$ cat config.mk
export PLATFORM = sky130hd
export DESIGN_NAME = bus_idle_pdn
export DESIGN_NICKNAME = d
export VERILOG_FILES = /design/src/rtl/apd_pkg.sv /design/src/rtl/apd_sync.sv /design/src/rtl/apd_mode_regs.sv /design/src/rtl/apd_idle_timer.sv /design/src/rtl/apd_gate.sv /design/src/rtl/bus_idle_pdn.sv
export SDC_FILE = /design/constraint.sdc
export NUM_CORES = 1
export LEC_CHECK = 0
export CAP_MARGIN = 20
export CORE_AREA = 2 2 50 52
export CTS_CLUSTER_DIAMETER = 80
export DETAILED_ROUTE_END_ITERATION = 12
export DIE_AREA = 0 0 52 54
export GPL_TIMING_DRIVEN = 0
export PLACE_DENSITY = 0.72
export SLEW_MARGIN = 20
export SYNTH_ARGS = -nofsm -noshare
export SYNTH_HDL_FRONTEND = slang
export SYNTH_HIERARCHICAL = 1
export SYNTH_SLANG_ARGS = --single-unit
$ cat constraint.sdc
create_clock -name clk -period 2.6 [get_ports clk]
set_input_delay 0.78 -clock clk [delete_from_list [all_inputs] [get_ports clk]]
set_output_delay 0.78 -clock clk [all_outputs]
set_load 0.02 [all_outputs]
$ cat src/rtl/apd_pkg.sv
package apd_pkg;

    localparam int CNT_W      = 4;
    localparam int REG_W      = 8;
    localparam int NBLK       = 7;
    localparam int EN_POS     = 1;
    localparam int R0_BLK_LO  = 4;
    localparam int R0_NBLK    = 2;
    localparam int R2_BLK_LO  = 2;
    localparam int R2_NBLK    = NBLK - R0_NBLK;

    typedef struct packed {
        logic            en;
        logic [NBLK-1:0] blk;
    } apd_mode_t;

    typedef struct packed {
        logic act;
        logic sel;
    } apd_wake_t;

    function automatic logic [REG_W-1:0] pack_r0(input apd_mode_t m);
        logic [REG_W-1:0] v;
        v = '0;
        v[EN_POS] = m.en;
        for (int i = 0; i < R0_NBLK; i++) v[R0_BLK_LO+i] = m.blk[i];
        return v;
    endfunction

    function automatic logic [REG_W-1:0] pack_r2(input apd_mode_t m);
        logic [REG_W-1:0] v;
        v = '0;
        for (int i = 0; i < R2_NBLK; i++) v[R2_BLK_LO+i] = m.blk[R0_NBLK+i];
        return v;
    endfunction

endpackage

$ cat src/rtl/apd_sync.sv
module apd_sync #(
    parameter int   STAGES  = 2,
    parameter logic RST_VAL = 1'b0
) (
    input  logic clk,
    input  logic rst,
    input  logic d,
    output logic q
);
    logic [STAGES-1:0] chain;

    always_ff @(posedge clk) begin
        if (rst) chain <= {STAGES{RST_VAL}};
        else     chain <= {chain[STAGES-2:0], d};
    end

    assign q = chain[STAGES-1];
endmodule

$ cat src/rtl/apd_mode_regs.sv
module apd_mode_regs
    import apd_pkg::*;
(
    input  logic             clk,
    input  logic             rst,
    input  logic             we,
    input  logic             sel,
    input  logic [REG_W-1:0] wdata,
    output logic [REG_W-1:0] rdata,
    output apd_mode_t        mode
);
    apd_mode_t mode_q;

    always_ff @(posedge clk) begin
        if (rst) begin
            mode_q <= '0;
        end else if (we) begin
            if (!sel) begin
                mode_q.en <= wdata[EN_POS];
                for (int i = 0; i < R0_NBLK; i++)
                    mode_q.blk[i] <= wdata[R0_BLK_LO+i];
            end else begin
                for (int i = 0; i < R2_NBLK; i++)
                    mode_q.blk[R0_NBLK+i] <= wdata[R2_BLK_LO+i];
            end
        end
    end

    assign rdata = sel ? pack_r2(mode_q) : pack_r0(mode_q);
    assign mode  = mode_q;
endmodule

$ cat src/rtl/apd_idle_timer.sv
module apd_idle_timer #(
    parameter int CNT_W = 4
) (
    input  logic             clk,
    input  logic             rst,
    input  logic             en,
    input  logic             strobe_s,
    input  logic             csel_n_s,
    output logic             wake,
    output logic [CNT_W-1:0] cnt,
    output logic             pdn
);
    import apd_pkg::apd_wake_t;

    localparam logic [CNT_W-1:0] LIM = {CNT_W{1'b1}};

    logic [CNT_W-1:0] cnt_q;
    logic             prev_q;
    apd_wake_t        wk;

    assign wk.act = strobe_s ^ prev_q;
    assign wk.sel = ~csel_n_s;
    assign wake   = wk.act | wk.sel;

    always_ff @(posedge clk) begin
        if (rst) begin
            cnt_q  <= '0;
            prev_q <= 1'b0;
        end else begin
            prev_q <= strobe_s;
            if (!en || wake)     cnt_q <= '0;
            else if (cnt_q != LIM) cnt_q <= cnt_q + 1'b1;
        end
    end

    assign cnt = cnt_q;
    assign pdn = en && (cnt_q == LIM);
endmodule

$ cat src/rtl/apd_gate.sv
module apd_gate #(
    parameter int N = 7
) (
    input  logic [N-1:0] din,
    input  logic [N-1:0] blk,
    input  logic         pdn,
    output logic [N-1:0] dout
);
    for (genvar i = 0; i < N; i++) begin : g_lane
        assign dout[i] = din[i] & ~(blk[i] & pdn);
    end
endmodule

$ cat src/rtl/bus_idle_pdn.sv
module bus_idle_pdn
    import apd_pkg::*;
#(
    parameter int IDLE_W = CNT_W
) (
    input  logic             clk,
    input  logic             rst,
    input  logic             strobe_in,
    input  logic             csel_n,
    input  logic             reg_we,
    input  logic             reg_sel,
    input  logic [REG_W-1:0] reg_wdata,
    output logic [REG_W-1:0] reg_rdata,
    input  logic [NBLK-1:0]  ctl_in,
    output logic [NBLK-1:0]  ctl_gated,
    output logic             pdn,
    output logic             bus_iso,
    output logic             mem_stby,
    output logic             periph_hiz
);
    apd_mode_t         mode;
    logic              strobe_s;
    logic              csel_n_s;
    logic              wake;
    logic [IDLE_W-1:0] cnt;
    logic              pdn_w;

    apd_sync #(.STAGES(2), .RST_VAL(1'b0)) u_sync_stb (
        .clk(clk), .rst(rst), .d(strobe_in), .q(strobe_s)
    );

    apd_sync #(.STAGES(2), .RST_VAL(1'b1)) u_sync_cs (
        .clk(clk), .rst(rst), .d(csel_n), .q(csel_n_s)
    );

    apd_mode_regs u_regs (
        .clk(clk), .rst(rst), .we(reg_we), .sel(reg_sel),
        .wdata(reg_wdata), .rdata(reg_rdata), .mode(mode)
    );

    apd_idle_timer #(.CNT_W(IDLE_W)) u_timer (
        .clk(clk), .rst(rst), .en(mode.en), .strobe_s(strobe_s),
        .csel_n_s(csel_n_s), .wake(wake), .cnt(cnt), .pdn(pdn_w)
    );

    apd_gate #(.N(NBLK)) u_gate (
        .din(ctl_in), .blk(mode.blk), .pdn(pdn_w), .dout(ctl_gated)
    );

    assign pdn        = pdn_w;
    assign bus_iso    = pdn_w;
    assign mem_stby   = pdn_w;
    assign periph_hiz = pdn_w;
endmodule

==> impl_metrics.py <==
metrics = {
    "floorplanning": {
        "die_area_um2": 2810,
        "rows": 18,
        "ios": 40,
        "core_area_um2": 2320,
        "die_h_um": 54,
        "start_util_pct": 35.9,
        "die_x_um": 52,
    },
    "clock_network": {
        "cts_buffer_depth": 2,
        "insertion_delay_ps": 280,
        "root_buffer": "clkbuf_4",
        "htree_levels": 1,
        "cts_hold_buffers": 0,
        "path_clk_slew_ps": 90,
        "cts_tree": "built",
        "cts_sinks": 17,
        "cts_made_buffers": 3,
    },
    "grt": {
        "grt_pass1_wl_um": 2930,
        "grt_usage_pct": 14.4,
        "grt_overflow": 0,
        "antenna_found_initial": 0,
        "grt_util_met2_pct": 27.6,
        "grt_pass1_vias": 699,
        "busiest_layer": "met2",
        "grt_max_degree": 11,
        "grtUsageMet3_pct": 4.17,
        "grt_use_met1_pct": 14.7,
    },
    "setup_path": {
        "critical_path_required_ps": 1820,
        "crit_fanout": 1,
        "critPathArrivalTime_ps": 1740,
        "slowest_delay_ps": 460,
        "crit_path_start_kind": "input pin",
        "cp-end-kind": "output port",
        "worst-r2r-setup-slack_ps": 1550,
        "slowest_stage": "clkdlybuf4s50_1",
        "critPathKind": "in -> out",
        "rr_startpoint": "u_timer/cnt[0]",
        "r2r_end": "u_timer/cnt[1]",
        "r2r_cells": 4,
        "crit_chain": "clkdlybuf4s50_1 > a21boi_1 > dlygate4sd2_1",
    },
    "power": {
        "leakage_uw": 0.000549,
        "power_per_cell_area_nw_per_um2": 402,
        "ir_worst_vdd_v": 0.000373,
    },
    "sta": {
        "rsz0062_at_grt": "false",
        "fin_setup_tns_ps": 0,
        "post-route-period-util_pct": 96.9,
        "drv_slew": 0,
        "fin_crit_ps": 2520,
        "hold_violations": 0,
        "final.setup_skew_ps": 4.35,
        "finalSetupViolCount": 0,
        "clock.fmax_ghz": 0.397,
    },
    "final_layout": {
        "fillers": 231,
        "multi_input_area_um2": 457,
        "final-seq-area_um2": 343,
        "fin_util_pct": 54.3,
        "drive_above_1_share_pct": 22.0,
        "final_cell_mix": "16 x clkdlybuf4s50_1, 16 x dlygate4sd2_1, 15 x dfxtp_1, 8 x buf_4",
        "num_antenna_cells": 0,
        "syn2layout_area_growth_pct": 51.3,
        "final_nets": 150,
    },
    "outcome": {
        "status": "finished clean",
    },
    "drt": {
        "vias": 719,
        "drt_first_pass_iters": 4,
        "wl_um": 1730,
        "drt_iter0_drc": 8,
        "drc_errors": 0,
        "ant_nets": 0,
        "wl_per_cell_um": 11.0,
        "vias_per_cell": 4.58,
    },
    "hold_path": {
        "holdPathStages": 1,
        "min_from": "u_sync_cs/chain[0]",
        "min_to": "u_sync_cs/chain[1]",
        "worstHoldPathType": "reg -> reg",
    },
    "synthesis": {
        "yosys_warnings": 6,
        "syn_inst": 86,
        "syn_area_per_cell_um2": 9.67,
        "syn_area_um2": 832,
    },
    "job": {
        "maxCapViolations": 0,
    },
    "place": {
        "dp_hpwl_um": 1350,
        "port_buffers": 34,
        "gp_congestion": 0.682,
    },
}
## through the flow
step | instance area [µm²] | hold slack [ps] | total power [µW] | setup WS (ps) | cells
after detailed placement | 1210 | 408 | 383 | -493 | 151
after global routing | 1260 | 450 | 536 | 5.78 | 157
after global placement | 1210 | 389 | 381 | -476 | 151
final | 1260 | 420 | 506 | 79.5 | 157
after floorplan | 836 | 383 | 332 | 178 | 87
after CTS | 1250 | 430 | 514 | 6.31 | 157
## layout make-up
type / count / area share [%]
sequential: 17 / 27.2
buffer: 8 / 4.57
timing repair buffer: 36 / 26.5
multi-input combinational: 61 / 36.3
inverter: 1 / 0.298
clock buffer: 4 / 2.09
tap: 30 / 2.98
## power breakdown
| part | total (µW) | internal (µW) | leakage, µW | switching, µW |
|---|---|---|---|---|
| clock network | 136 | 59.6 | 0.0000150 | 76.5 |
| registers | 276 | 270 | 0.000140 | 6.11 |
| logic | 93.7 | 54.4 | 0.000394 | 39.3 |
## how the worst max path moves through the flow
stage	start	end	cells past startpoint
after CTS	u_timer/cnt[0]	ctl_gated[5]	6
after floorplan	u_timer/cnt[0]	ctl_gated[0]	4
after global routing	u_timer/cnt[0]	ctl_gated[5]	6
final	ctl_in[0]	ctl_gated[0]	3
after global placement	reg_sel	reg_rdata[5]	3
after detailed placement	reg_sel	reg_rdata[5]	3
## sequential cells by signal (all words and copies together), names as in the netlist
register,cells
u_regs/mode,8
u_timer/cnt,4
u_sync_cs/chain,2
u_sync_stb/chain,2
u_timer/prev_q,1
## layer usage
metal  vias to the layer above  routed length, µm  part of all wire (%)
met2                        22                891                    52
li1                        367                  -                     -
met3                         2                 93                   5.4
met4                         0                 19                   1.1
met5                         -                  0                     0
met1                       328                722                    42
## worst max-delay path, delay by kind of cell
family	cells	cell delay (ps)
buffers and inverters	2	800
AOI/OAI and AO/OA	1	150
## repair_timing
action | in CTS | in global routing
resized for setup | 23 | 4
endpoints found under the setup margin | 17 | 10
setup buffers | 2 | 0
pin swaps | 1 | 1
(Power assumes the default switching activity.)
